[config.mk]
export PLATFORM = sky130hd
export DESIGN_NAME = ser_reg_port
export DESIGN_NICKNAME = d
export VERILOG_FILES = /design/src/rtl/ser_reg_pkg.sv /design/src/rtl/srp_sync.sv /design/src/rtl/srp_ctrl.sv /design/src/rtl/srp_regfile.sv /design/src/rtl/srp_result.sv /design/src/rtl/ser_reg_port.sv
export SDC_FILE = /design/constraint.sdc
export NUM_CORES = 1
export LEC_CHECK = 0
export BUFFER_PORTS_ARGS = -buffer_cell sky130_fd_sc_hd__buf_2
export CAP_MARGIN = 0
export CORE_ASPECT_RATIO = 1.75
export CORE_MARGIN = 5
export CORE_UTILIZATION = 35
export CTS_CLUSTER_DIAMETER = 80
export DETAILED_ROUTE_END_ITERATION = 12
export HOLD_SLACK_MARGIN = 0.12
export PLACE_DENSITY = 0.57
export SLEW_MARGIN = 15
export SYNTH_ARGS = -nofsm -noshare
export SYNTH_HDL_FRONTEND = slang
export SYNTH_SLANG_ARGS = --single-unit
[constraint.sdc]
create_clock -name clk -period 1.9 [get_ports clk]
set_input_delay 0.095 -clock clk [delete_from_list [all_inputs] [get_ports clk]]
set_output_delay 0.095 -clock clk [all_outputs]
set_load 0.05 [all_outputs]
[src/rtl/ser_reg_pkg.sv]
package ser_reg_pkg;
  localparam int SRP_AW = 4;

  typedef enum logic [2:0] {
    PH_OFF   = 3'd0,
    PH_INSTR = 3'd1,
    PH_DATA  = 3'd2,
    PH_DONE  = 3'd3,
    PH_SKIP  = 3'd4
  } phase_t;
endpackage

[src/rtl/srp_sync.sv]
module srp_sync #(
  parameter int W = 3,
  parameter int STAGES = 2,
  parameter logic [W-1:0] RST_VAL = '0
) (
  input  logic         clk,
  input  logic         rst,
  input  logic [W-1:0] d,
  output logic [W-1:0] q
);
  logic [W-1:0] st [STAGES];

  generate
    for (genvar g = 0; g < STAGES; g++) begin : g_stage
      always_ff @(posedge clk) begin
        if (rst) st[g] <= RST_VAL;
        else if (g == 0) st[g] <= d;
        else st[g] <= st[(g == 0) ? 0 : g - 1];
      end
    end
  endgenerate

  assign q = st[STAGES-1];
endmodule

[src/rtl/srp_ctrl.sv]
module srp_ctrl
  import ser_reg_pkg::*;
#(
  parameter int RES_BYTES = 3
) (
  input  logic              clk,
  input  logic              rst,
  input  logic              cs_n_s,
  input  logic              sclk_s,
  input  logic              sdi_s,
  input  logic              idle_hi,
  input  logic              wire4,
  input  logic [7:0]        rdata,
  output logic [SRP_AW-1:0] addr,
  output logic              wr_en,
  output logic [SRP_AW-1:0] wr_addr,
  output logic [7:0]        wr_data,
  output logic              lock,
  output logic              res_release,
  output logic              sdio_o,
  output logic              sdio_oe,
  output logic              sdo_o,
  output logic              sdo_oe
);
  localparam logic [SRP_AW-1:0] LAST_RES = SRP_AW'(RES_BYTES - 1);

  phase_t     phase;
  logic       sclk_q;
  logic [6:0] sh;
  logic [2:0] bitcnt;
  logic [1:0] left;
  logic       rd;
  logic       load_tx;
  logic [7:0] tx_sh;
  logic       dout;
  logic       rise, fall;
  logic [7:0] byte_in;

  assign rise    = sclk_s & ~sclk_q;
  assign fall    = ~sclk_s & sclk_q;
  assign byte_in = {sh, sdi_s};

  always_ff @(posedge clk) begin
    if (rst) begin
      phase       <= PH_OFF;
      sclk_q      <= 1'b0;
      sh          <= '0;
      bitcnt      <= '0;
      left        <= '0;
      rd          <= 1'b0;
      addr        <= '0;
      load_tx     <= 1'b0;
      tx_sh       <= '0;
      dout        <= 1'b0;
      wr_en       <= 1'b0;
      wr_addr     <= '0;
      wr_data     <= '0;
      lock        <= 1'b0;
      res_release <= 1'b0;
      sdio_oe     <= 1'b0;
      sdo_oe      <= 1'b0;
    end else begin
      sclk_q      <= sclk_s;
      wr_en       <= 1'b0;
      res_release <= 1'b0;
      if (load_tx) begin
        tx_sh   <= rdata;
        load_tx <= 1'b0;
      end
      if (cs_n_s) begin
        phase   <= PH_OFF;
        bitcnt  <= '0;
        lock    <= 1'b0;
        load_tx <= 1'b0;
        sdio_oe <= 1'b0;
        sdo_oe  <= 1'b0;
      end else begin
        sdio_oe <= (phase == PH_DATA) && rd && !wire4;
        sdo_oe  <= (phase == PH_DATA) && rd && wire4;
        case (phase)
          PH_OFF: begin
            bitcnt <= '0;
            phase  <= (sclk_s == idle_hi) ? PH_INSTR : PH_SKIP;
          end
          PH_INSTR, PH_DATA: begin
            if (fall && phase == PH_DATA && rd) begin
              dout  <= tx_sh[7];
              tx_sh <= {tx_sh[6:0], 1'b0};
            end
            if (rise) begin
              sh     <= byte_in[6:0];
              bitcnt <= bitcnt + 3'd1;
              if (bitcnt == 3'd7) begin
                if (phase == PH_INSTR) begin
                  rd      <= byte_in[7];
                  left    <= byte_in[6:5];
                  addr    <= byte_in[3:0];
                  lock    <= byte_in[7] && (byte_in[3:0] <= LAST_RES);
                  load_tx <= byte_in[7];
                  phase   <= PH_DATA;
                end else begin
                  if (rd) begin
                    res_release <= (addr == LAST_RES);
                  end else begin
                    wr_en   <= 1'b1;
                    wr_addr <= addr;
                    wr_data <= byte_in;
                  end
                  addr <= addr + 1'b1;
                  if (left == 2'd0) begin
                    phase <= PH_DONE;
                    lock  <= 1'b0;
                  end else begin
                    left    <= left - 2'd1;
                    load_tx <= rd;
                  end
                end
              end
            end
          end
          default: ;
        endcase
      end
    end
  end

  assign sdio_o = dout;
  assign sdo_o  = dout;
endmodule

[src/rtl/srp_regfile.sv]
module srp_regfile
  import ser_reg_pkg::*;
#(
  parameter int RES_BYTES = 3,
  localparam int RES_W = 8 * RES_BYTES,
  localparam int DEPTH = 1 << SRP_AW
) (
  input  logic              clk,
  input  logic              rst,
  input  logic              wr_en,
  input  logic [SRP_AW-1:0] wr_addr,
  input  logic [7:0]        wr_data,
  input  logic [SRP_AW-1:0] rd_addr,
  input  logic [RES_W-1:0]  res_word,
  output logic [7:0]        rdata,
  output logic              idle_hi
);
  localparam logic [SRP_AW-1:0] CTRL_ADDR = SRP_AW'(RES_BYTES);

  logic [7:0] mem [DEPTH];
  logic [7:0] ctrl_q;

  always_ff @(posedge clk) begin
    if (wr_en && wr_addr > CTRL_ADDR) mem[wr_addr] <= wr_data;
  end

  always_ff @(posedge clk) begin
    if (rst) ctrl_q <= '0;
    else if (wr_en && wr_addr == CTRL_ADDR) ctrl_q <= wr_data;
  end

  always_comb begin
    rdata = mem[rd_addr];
    if (rd_addr == CTRL_ADDR) rdata = ctrl_q;
    for (int i = 0; i < RES_BYTES; i++) begin
      if (rd_addr == SRP_AW'(i)) rdata = res_word[(RES_BYTES-1-i)*8 +: 8];
    end
  end

  assign idle_hi = ctrl_q[0];
endmodule

[src/rtl/srp_result.sv]
module srp_result #(
  parameter int RES_W = 24
) (
  input  logic             clk,
  input  logic             rst,
  input  logic             res_valid,
  input  logic [RES_W-1:0] res_data,
  input  logic             lock,
  input  logic             release_i,
  output logic [RES_W-1:0] res_word,
  output logic             drdy_n
);
  logic [RES_W-1:0] shadow;
  logic             pend;
  logic             lock_q;

  always_ff @(posedge clk) begin
    if (rst) begin
      res_word <= '0;
      shadow   <= '0;
      pend     <= 1'b0;
      lock_q   <= 1'b0;
      drdy_n   <= 1'b1;
    end else begin
      lock_q <= lock;
      if (lock_q && !lock && pend) begin
        res_word <= shadow;
        pend     <= 1'b0;
        drdy_n   <= 1'b0;
      end else if (release_i) begin
        drdy_n <= 1'b1;
      end
      if (res_valid) begin
        if (lock) begin
          shadow <= res_data;
          pend   <= 1'b1;
        end else begin
          res_word <= res_data;
          pend     <= 1'b0;
          drdy_n   <= 1'b0;
        end
      end
    end
  end
endmodule

[src/rtl/ser_reg_port.sv]
module ser_reg_port
  import ser_reg_pkg::*;
#(
  parameter int RES_BYTES = 3,
  parameter int SYNC_STAGES = 2,
  localparam int RES_W = 8 * RES_BYTES
) (
  input  logic             clk,
  input  logic             rst,
  input  logic             cs_n,
  input  logic             sclk,
  input  logic             sdio_i,
  output logic             sdio_o,
  output logic             sdio_oe,
  output logic             sdo_o,
  output logic             sdo_oe,
  input  logic             wire4,
  input  logic             res_valid,
  input  logic [RES_W-1:0] res_data,
  output logic             drdy_n
);
  logic [2:0]        pins_s;
  logic [SRP_AW-1:0] rd_addr, wr_addr;
  logic              wr_en, idle_hi, res_lock, res_release;
  logic [7:0]        wr_data, rdata;
  logic [RES_W-1:0]  res_word;

  srp_sync #(.W(3), .STAGES(SYNC_STAGES), .RST_VAL(3'b100)) u_sync (
    .clk(clk), .rst(rst), .d({cs_n, sclk, sdio_i}), .q(pins_s)
  );

  srp_ctrl #(.RES_BYTES(RES_BYTES)) u_ctrl (
    .clk(clk), .rst(rst),
    .cs_n_s(pins_s[2]), .sclk_s(pins_s[1]), .sdi_s(pins_s[0]),
    .idle_hi(idle_hi), .wire4(wire4), .rdata(rdata),
    .addr(rd_addr), .wr_en(wr_en), .wr_addr(wr_addr), .wr_data(wr_data),
    .lock(res_lock), .res_release(res_release),
    .sdio_o(sdio_o), .sdio_oe(sdio_oe), .sdo_o(sdo_o), .sdo_oe(sdo_oe)
  );

  srp_regfile #(.RES_BYTES(RES_BYTES)) u_regs (
    .clk(clk), .rst(rst), .wr_en(wr_en), .wr_addr(wr_addr), .wr_data(wr_data),
    .rd_addr(rd_addr), .res_word(res_word), .rdata(rdata), .idle_hi(idle_hi)
  );

  srp_result #(.RES_W(RES_W)) u_res (
    .clk(clk), .rst(rst), .res_valid(res_valid), .res_data(res_data),
    .lock(res_lock), .release_i(res_release),
    .res_word(res_word), .drdy_n(drdy_n)
  );
endmodule

## After elaboration in Yosys (flattened, before gate mapping)

Memories as Yosys holds them, arrays and structs flattened. A register that Yosys moved wholly into a read port is not among the register bits.
Index checks and enable logic that the tools add are counted.

- Memories kept: 2
- Output and inout bits: 5
- Input bits: 31
- Memory bits (writable): 134
- Logic and storage cells: 130
- Flip-flop bits (word level): 107

- Mux-type cells: 43
- $add $sub $neg: 3
- Magnitude comparators: 2
- Eq/ne operators: 12
- Reduce and logical (&&, ||, !) cells: 33
- Bitwise operators: 12

Memory list:

| name | words | width | rd ports | clocked after Yosys merged registers in | write ports | RTL line | text |
|---|---|---|---|---|---|---|---|
| u_regs.mem | 16 | 8 | 1 | 1 | 1 | srp_regfile.sv:20 | `logic [7:0] mem [DEPTH];` |
| u_sync.st | 2 | 3 | 2 | 0 | 2 | srp_sync.sv:11 | `logic [W-1:0] st [STAGES];` |

Operators with widths:

| kind | count |
|---|---|
| $mux 24 | 3 |
| $mux 8 | 8 |
| $mux 3 | 8 |
| $mux 1 | 17 |
| $eq 4x2->1 const B | 3 |
| $mux 4 | 3 |
| $pmux 3 s2 | 2 |
| $reduce_and 4->1 | 3 |
| $logic_and 1x1->1 | 10 |
| $reduce_and 5->1 | 2 |
| $not 1->1 | 8 |
| $reduce_or 7->1 | 1 |
| $ne 2x1->1 const B | 3 |
| $reduce_and 3->1 | 2 |
| $reduce_and 6->1 | 1 |
| $reduce_bool 2->1 | 3 |
| $reduce_or 6->1 | 1 |
| $reduce_or 5->1 | 1 |
| $add 4x1->4 const B | 1 |
| $eq 4x1->1 const B | 1 |
| $gt 4x2->1 const B | 1 |
| $le 4x2->1 const B | 1 |
| $logic_not 4->1 | 1 |
| $mux 2 | 2 |
| other kinds (14) | 19 |

## Longest topological paths before layout

Gate-level depths: netlist (run 1).

- Depth after elaboration: 9
- Depth in mapped cells: 8
- Gate-level depth less buffers: 7

## By module

A second synthesis (run 1) with hierarchy kept.

- Cells, all modules: 893
- Area total of the unflattened synthesis: 9790.6 um2

Modules (own cells, without submodules):

| module | area an instance (um2) | sequential area each (um2) | instances | cells an instance |
|---|---|---|---|---|
| srp_regfile | 5491.5 | 3763.6 | 1 | 388 |
| srp_ctrl | 2142.1 | 960.9 | 1 | 241 |
| srp_result | 1999.4 | 1021.0 | 1 | 252 |
| srp_sync | 157.7 | 120.1 | 1 | 12 |

## Worst setup path before layout (run 1)

Ideal clock, no wire load.

- Path kind: register to register
- From: reg (tool-made name)
- To: reg u_ctrl.tx_sh[4]
- Path buffers: 3
- Data required time: 1.769 ns
- Clock period less this slack: 1.858 ns
- Path slack: 0.042 ns
- Setup time: 0.131 ns
- Arrival time: 1.726 ns
- Cell stages (with the launch flop): 9
- Cells stage by stage: dfxtp_1 > buf_6 > buf_6 > buf_4 > mux4_2 > mux2i_1 > nor2_1 > a211oi_1 > nor4_1

RTL lines:

| item | RTL line | text |
|---|---|---|
| end signal, assigned | srp_ctrl.sv:67 | `tx_sh <= rdata;` |
| end signal, assigned | srp_ctrl.sv:88 | `tx_sh <= {tx_sh[6:0], 1'b0};` |
| end, declared | srp_ctrl.sv:34 | `logic [7:0] tx_sh;` |

==> metrics.log, run 1 <==
INFO  metric holdPathStages = 3
INFO  metric cts_tree = yes
INFO  metric gp_routability_congestion = 0.916
INFO  metric grt_max_degree = 33
INFO  metric failed_checks = setup timing
INFO  metric r2r_setup_slk = -10 ps
INFO  metric setup_total_negative_slack = -13.0 ps
INFO  metric critical_path.cell_chain = buf_12 -> mux4_2 -> nor3b_1 -> or4_1 -> and3_1
INFO  metric worst_hold_startpoint = wire4
INFO  metric area_delta_synth_final = 23.6%
INFO  metric drt.antenna.violating_nets = 0
INFO  metric synth.cell_area = approximately 10000 um2
INFO  metric crit_path_max_incr_delay = roughly 500 ps
INFO  metric cap_violations = 0
INFO  metric asyncSetResetFlopFracSynth = 0
INFO  metric cts.reportedPaths.clkPinSlew = 70 ps
INFO  metric synth.top_cells.by_count = 128 x sky130_fd_sc_hd__edfxtp_1, 118 x sky130_fd_sc_hd__nand2_1, 117 x sky130_fd_sc_hd__dfxtp_1, 72 x sky130_fd_sc_hd__nor2_1, 66 x sky130_fd_sc_hd__a21oi_1
INFO  metric yosys-top-cells-area = sky130_fd_sc_hd__edfxtp_1 38%, sky130_fd_sc_hd__dfxtp_1 23%, sky130_fd_sc_hd__mux4_2 5.4%
INFO  metric crit_fanout = 6
INFO  metric tightestPinTransition = between 700 and 800 ps
INFO  metric grtUsageTotal = 0.152
INFO  metric final_area = about 12000 um2
INFO  metric remaining_drc_errors = 0
INFO  metric antenna_violations_before_repair = 0
INFO  metric synthesis.yosys.warnings = 0
INFO  metric max_clock_freq = roughly 0.52 GHz
INFO  metric synthesis.area_per_instance = 11.9 um2
INFO  metric io_pins = 36
INFO  metric final_min_period_over_clock_period = 1.01
INFO  metric n_fill_cell = roughly 2700
INFO  metric ys_ff_latch = 245
INFO  metric finalHoldViolations = 0
INFO  metric placementRows = ~80
INFO  metric clk_latency = 520 ps
INFO  metric initial_utilization = 0.352
INFO  metric crit_required = 2310 ps
INFO  metric grt_first_pass_wirelength = about 39000 um
INFO  metric design.die.area = approximately 32000 um2
INFO  metric cts_buffers = 22
INFO  metric post_dp_cell_area = 11100 um2
INFO  metric synth-seq-area-share = 0.616
INFO  metric routed_via_density = roughly 5
INFO  metric start_kind = register
INFO  metric reg2reg_capture_point = u_ctrl.tx_sh[0]
INFO  metric final_net_count = ~1000
INFO  metric worstSetupPathType = register to register
INFO  metric die-height = 234 um
INFO  metric hpwlAfterDp = 17600 um
INFO  metric grt_pass1_vias = 6856
INFO  metric die_w = between 100 and 150 um
INFO  metric cellPowerDensity = approximately 840 nW/um2
INFO  metric hold_path_class = primary input to register
INFO  metric port_buffers = 35
INFO  metric grt_setup_unrepaired = true
INFO  metric final_max_slew_viol_count = 0
INFO  metric whs_endpoint = u_ctrl.sdio_oe
INFO  metric cp_data_arrival_time = approximately 2300 ps
INFO  metric diodes = 0
INFO  metric drive_above_1_share = 0.210
INFO  metric core_area = between 20000 and 30000 um2
INFO  metric synth_top_area_frac = 0.383
INFO  metric status = complete, but fails checks
INFO  metric synthDominantAreaCellType = sky130_fd_sc_hd__edfxtp_1
INFO  metric synth.lib_cells_used.distinct = 56
INFO  metric vdd_drop_max = 0.000507 V
INFO  metric synth.most_common_cell = sky130_fd_sc_hd__edfxtp_1
INFO  metric grt_overflow_total = 0
INFO  metric route.final.wire_length = roughly 25000 um
INFO  metric ys_dominant_reg_cell = sky130_fd_sc_hd__edfxtp_1
INFO  metric worst_path_max_delay_cell = sky130_fd_sc_hd__mux4_2
INFO  metric syn_inst = around 840
INFO  metric setup_ws = -13.0 ps
INFO  metric vias = a little under 7000
INFO  metric cts_num_sinks = between 200 and 250
INFO  metric first_pass_iters = 5
INFO  metric setup_viol = 1
INFO  metric synth-edff-count = 128
INFO  metric routed_wire_length_per_instance = between 15 and 20 um
INFO  metric detail_route.iter0.violations = 430
INFO  metric timing.max_slew.rel_slack = 0.520
INFO  metric finClkSkew = approximately 17 ps
INFO  metric min_tclk_post_route = approximately 1900 ps
INFO  metric timing.critical_path.to_type = register
INFO  metric clk_path_buf_depth = 3
INFO  metric timing.reg2reg.worst_path_depth = 5
INFO  metric cell_at_the_root_of_the_clock_tree = sky130_fd_sc_hd__clkbuf_16
INFO  metric cellLeakagePower = ~4.5 nW
INFO  metric clock_tree.htree_level_count = 1
==> timing repair <==
item / CTS / global route
buffers inserted: 1 / 16
gates resized for setup: 5 / 32
pin swaps: 5 / 4
hold endpoints to repair: 66 / 0
endpoints found under the setup margin: 7 / 21
gates cloned: 0 / 1
hold buffers: 30 / 0
==> cells in the final DEF (no fill, tap or decap), types with 7 or more instances in the layout <==
master,instances
sky130_fd_sc_hd__a211oi_1,16
sky130_fd_sc_hd__a21oi_1,64
sky130_fd_sc_hd__buf_12,8
sky130_fd_sc_hd__buf_2,35
sky130_fd_sc_hd__buf_4,74
sky130_fd_sc_hd__clkbuf_16,24
sky130_fd_sc_hd__conb_1,32
sky130_fd_sc_hd__dfxtp_1,113
sky130_fd_sc_hd__dlygate4sd3_1,30
sky130_fd_sc_hd__edfxtp_1,128
sky130_fd_sc_hd__inv_1,15
sky130_fd_sc_hd__mux2i_1,49
sky130_fd_sc_hd__mux4_2,26
sky130_fd_sc_hd__nand2_1,116
sky130_fd_sc_hd__nand2b_1,8
sky130_fd_sc_hd__nand3_1,11
sky130_fd_sc_hd__nand3b_1,7
sky130_fd_sc_hd__nor2_1,72
sky130_fd_sc_hd__nor2b_1,11
sky130_fd_sc_hd__o21ai_0,38
==> flip-flops by register name, indices dropped and copies added, names as in the netlist, 2 cells and up, named ones only <==
name,flops
u_ctrl.left,2
u_ctrl.bitcnt,3
u_regs.ctrl_q,8
u_ctrl.addr,4
u_regs.mem,128
u_ctrl.wr_addr,4
u_ctrl.phase,3
u_sync.st,6
u_res.shadow,24
u_ctrl.wr_data,8
u_ctrl.tx_sh,8
u_ctrl.sh,7
u_res.res_word,24
==> layer usage <==
metal  track usage  wire length, um
met2         0.305            14000
met3        0.0206              724
met4        0.0692             1080
met1         0.153             9110
met5             0                0
==> final cells by class <==
type,instances,area [um2],area share
Tap cell,378,473,0.0381
Multi-Input combinational cell,557,3750,0.303
Sequential cell,245,6190,0.499
Timing Repair Buffer,148,1200,0.0969
Clock inverter,7,53.8,0.00434
Inverter,15,56.3,0.00454
Clock buffer,33,674,0.0544
==> metrics by stage <==
step                      cells  worst slack (ps)  total power, mW  hold WS (ps)  utilization
after floorplan             873              42.5             5.87           171            -
after global placement     1295             -97.6             6.00           284        0.390
after detailed placement   1295              -125             6.00           280        0.390
after CTS                  1366             -11.8             10.5           291        0.427
after global routing       1383             -97.5             10.8           330        0.435
final                      1383             -13.0             10.4           309        0.435
==> critical path, delay by kind of cell, from the launching register on <==
| family | cells | cell delay, ps |
|---|---|---|
| mux | 1 | 500 |
| flops | 1 | 380 |
| simple gates | 3 | 810 |
| buf+inv | 1 | 130 |
==> power by group <==
part | internal [mW] | switching [mW]
Sequential | 5.58 | 0.0485
Clock | 2.59 | 1.92
Combinational | 0.146 | 0.157
Total | 8.31 | 2.13
==> cell families after synthesis <==
logic type / after synthesis / synth area share
AOI/OAI and AO/OA: 159 / 0.0952
xor gates and xnor gates: 2 / 0.00174
adders and majority gates: 8 / 0.00972
buffers and inverters: 71 / 0.0317
DFF: 245 / 0.616
muxes: 83 / 0.119
other: 1 / 0.000373
and+or+nand+nor: 273 / 0.126
==> worst max-delay path by stage <==
| stage | end | slack, ps | depth (start not counted) |
|---|---|---|---|
| 3_3_place_gp | u_ctrl.tx_sh[6] | -100 | 7 |
| 2_1_floorplan | u_ctrl.tx_sh[4] | 40 | 8 |
| 6_report | u_ctrl.tx_sh[0] | -10 | 5 |
| 3_5_place_dp | u_ctrl.tx_sh[6] | -130 | 7 |
| 5_1_grt | u_ctrl.tx_sh[2] | -100 | 6 |
| 4_1_cts | u_ctrl.tx_sh[0] | -10 | 5 |
Note: power is estimated with default switching activity, not from simulation.
==> inputs of run 2 (changes only) <==
RECOVER_POWER = 100   (was default)
==> run 2 against run 1 <==
  * The flow still finishes with violations (setup timing)
  * Combinational power is 2% lower
  * Via count is 0.28% higher
  * Fmax is 0.23% higher
  * Clock skew is 1.2 ps higher
  * Cell area is 1.2% lower
  * Clock power hardly changed
  * Sequential share of layout area is 0.57 points higher
  * Global-route usage stayed put
  * Wire length hardly changed
  * Worst setup slack better by 4.3 ps
  * Count of clock-buffer cells in the layout stayed put
  * Critical path type unchanged
  * Largest power group unchanged
==> metrics.log, run 2 (synthesis results as in run 1) <==
INFO  metric r2r_setup_slk = -9 ps
INFO  metric reg2reg_capture_point = u_ctrl.tx_sh[0]
INFO  metric flip_flop_count_of_the_largest_register_after_layout = 128
INFO  metric timing.reg2reg.worst_path_depth = 5
INFO  metric crit_path_end = u_ctrl.tx_sh[0]
INFO  metric cell_at_the_root_of_the_clock_tree = sky130_fd_sc_hd__clkbuf_16
INFO  metric initial_utilization = 0.352
INFO  metric first_pass_iters = 6
INFO  metric crit_required = about 2300 ps
INFO  metric min_tclk_post_route = roughly 1900 ps
INFO  metric cap_violations = 0
INFO  metric tightestPinTransition = approximately 1000 ps
INFO  metric clk_latency = between 500 and 600 ps
INFO  metric die-height = around 230 um
INFO  metric hpwlAfterDp = about 18000 um
INFO  metric detail_route.iter0.violations = around 470
INFO  metric timing.critical_path.to_type = register
INFO  metric vias = 6837
INFO  metric n_fill_cell = between 2000 and 3000
INFO  metric holdPathStages = 3
INFO  metric vdd_drop_max = roughly 0.00051 V
INFO  metric worstSetupPathType = register to register
INFO  metric crit_fanout = 6
INFO  metric cp_data_arrival_time = 2320 ps
INFO  metric failed_checks = setup timing
INFO  metric routed_via_density = about 4.9
INFO  metric reg.largest.list = u_regs.mem (128), u_res.res_word (24), u_res.shadow (24)
INFO  metric die_w = about 140 um
INFO  metric cts_num_sinks = around 250
INFO  metric finClkSkew = 18.4 ps
INFO  metric final_area = 12300 um2
INFO  metric remaining_drc_errors = 0
INFO  metric cts_tree = yes
INFO  metric io_pins = 36
INFO  metric cellLeakagePower = around 4.3 nW
INFO  metric grt_overflow_total = 0
INFO  metric status = complete, but fails checks
INFO  metric cts_buffers = 22
INFO  metric setup_ws = -8.69 ps
INFO  metric final_max_slew_viol_count = 0
INFO  metric grt_setup_unrepaired = true
INFO  metric final_net_count = ~1000
INFO  metric most_frequent_standard_cell_in_the_layout_excluding_fill_and_tap_cells = sky130_fd_sc_hd__edfxtp_1
INFO  metric diodes = 0
INFO  metric grtUsageTotal = 0.152
INFO  metric max_clock_freq = about 0.52 GHz
INFO  metric placementRows = roughly 80
INFO  metric grt_max_degree = 33
INFO  metric drt.antenna.violating_nets = 0
INFO  metric post_dp_cell_area = 11100 um2
INFO  metric cellPowerDensity = roughly 850 nW/um2
INFO  metric gp_routability_congestion = 0.916
INFO  metric routed_wire_length_per_instance = between 15 and 20 um
INFO  metric commonest_cells_after_routing_fill_and_taps_aside = 128 x sky130_fd_sc_hd__edfxtp_1, 116 x sky130_fd_sc_hd__nand2_1, 114 x sky130_fd_sc_hd__dfxtp_1, 72 x sky130_fd_sc_hd__nor2_1, 64 x sky130_fd_sc_hd__a21oi_1
INFO  metric finalHoldViolations = 0
INFO  metric antenna_violations_before_repair = 0
INFO  metric route.final.wire_length = 25000 um
INFO  metric regMostFlops = u_regs.mem
INFO  metric grt_pass1_vias = slightly below 7000
INFO  metric port_buffers = 35
INFO  metric setup_viol = 1
INFO  metric cts.reportedPaths.clkPinSlew = ~70 ps
INFO  metric hold_path_class = primary input to register
INFO  metric clock_tree.htree_level_count = 1
INFO  metric clk_path_buf_depth = 3
INFO  metric area_delta_synth_final = 22.2%
INFO  metric timing.max_slew.rel_slack = 0.330
INFO  metric design.die.area = roughly 32000 um2
INFO  metric final_min_period_over_clock_period = 1.00
INFO  metric drive_above_1_share = 0.186
INFO  metric core_area = 28500 um2
INFO  metric grt_first_pass_wirelength = 38800 um
INFO  metric start_kind = register
INFO  metric final_total_pwr = approximately 10 mW
## run 2: changes by cell type in the layout (fill, tap and decap cells not counted), sizes merged
cell / previous run / this run
clkbuf: 33 / 64
buf: 118 / 87
## run 2: worst min path at each step
stage          start         endpoint  slack (ps)
2_1_floorplan  wire4   u_ctrl.sdio_oe         170
3_3_place_gp   wire4   u_ctrl.sdio_oe         280
3_5_place_dp   wire4   u_ctrl.sdio_oe         280
4_1_cts        wire4   u_ctrl.sdio_oe         290
5_1_grt         cs_n  u_sync.st[0][2]         330
6_report       wire4   u_ctrl.sdio_oe         310
## run 2: metal layers
layer | vias to the layer above | global-route usage | routed length (um)
li1 | 3329 | - | -
met5 | - | 0 | 0
met3 | 39 | 0.0206 | 738
met1 | 3355 | 0.153 | 9090
met4 | 0 | 0.0692 | 1110
met2 | 114 | 0.305 | 14000
## run 2: final cells by class
class                           instances  area, um2  area share
Clock buffer                           33        674      0.0550
Tap cell                              378        473      0.0386
Multi-Input combinational cell        557       3740       0.305
Inverter                               15       56.3     0.00459
Clock inverter                          7       53.8     0.00439
Timing Repair Buffer                  148       1080      0.0877
Sequential cell                       245       6190       0.505
## run 2: power breakdown
group	internal [mW]	switching, mW	total, mW
registers	5.58	0.0487	5.63
clock network	2.59	1.92	4.51
logic	0.142	0.156	0.298
## run 2: what timing repair did
item	4_1_cts	5_1_grt
pin swaps	5	4
resized for setup	5	32
endpoints found under the hold margin	66	0
hold buffers	30	0
setup buffers	1	16
setup endpoints to repair	7	21
gates cloned	0	1
## run 2: critical path, cell delays in order (launching register included)
cell and delay [ps]:
sky130_fd_sc_hd__dfxtp_4 370, sky130_fd_sc_hd__buf_12 130, sky130_fd_sc_hd__mux4_2 490, sky130_fd_sc_hd__nor3b_1 150
sky130_fd_sc_hd__or4_1 490, sky130_fd_sc_hd__and3_1 170
## run 2: stage by stage
step / util / hold WS (ps) / setup WS (ps) / std cells / setup TNS [ps]
final: 0.430 / 308 / -8.69 / 1383 / -8.69
after global routing: 0.430 / 330 / -102 / 1383 / -1810
after CTS: 0.427 / 291 / -11.8 / 1366 / -16.4
after detailed placement: 0.390 / 280 / -125 / 1295 / -302
after global placement: 0.390 / 284 / -97.6 / 1295 / -164
after floorplan: - / 171 / 42.5 / 873 / 0
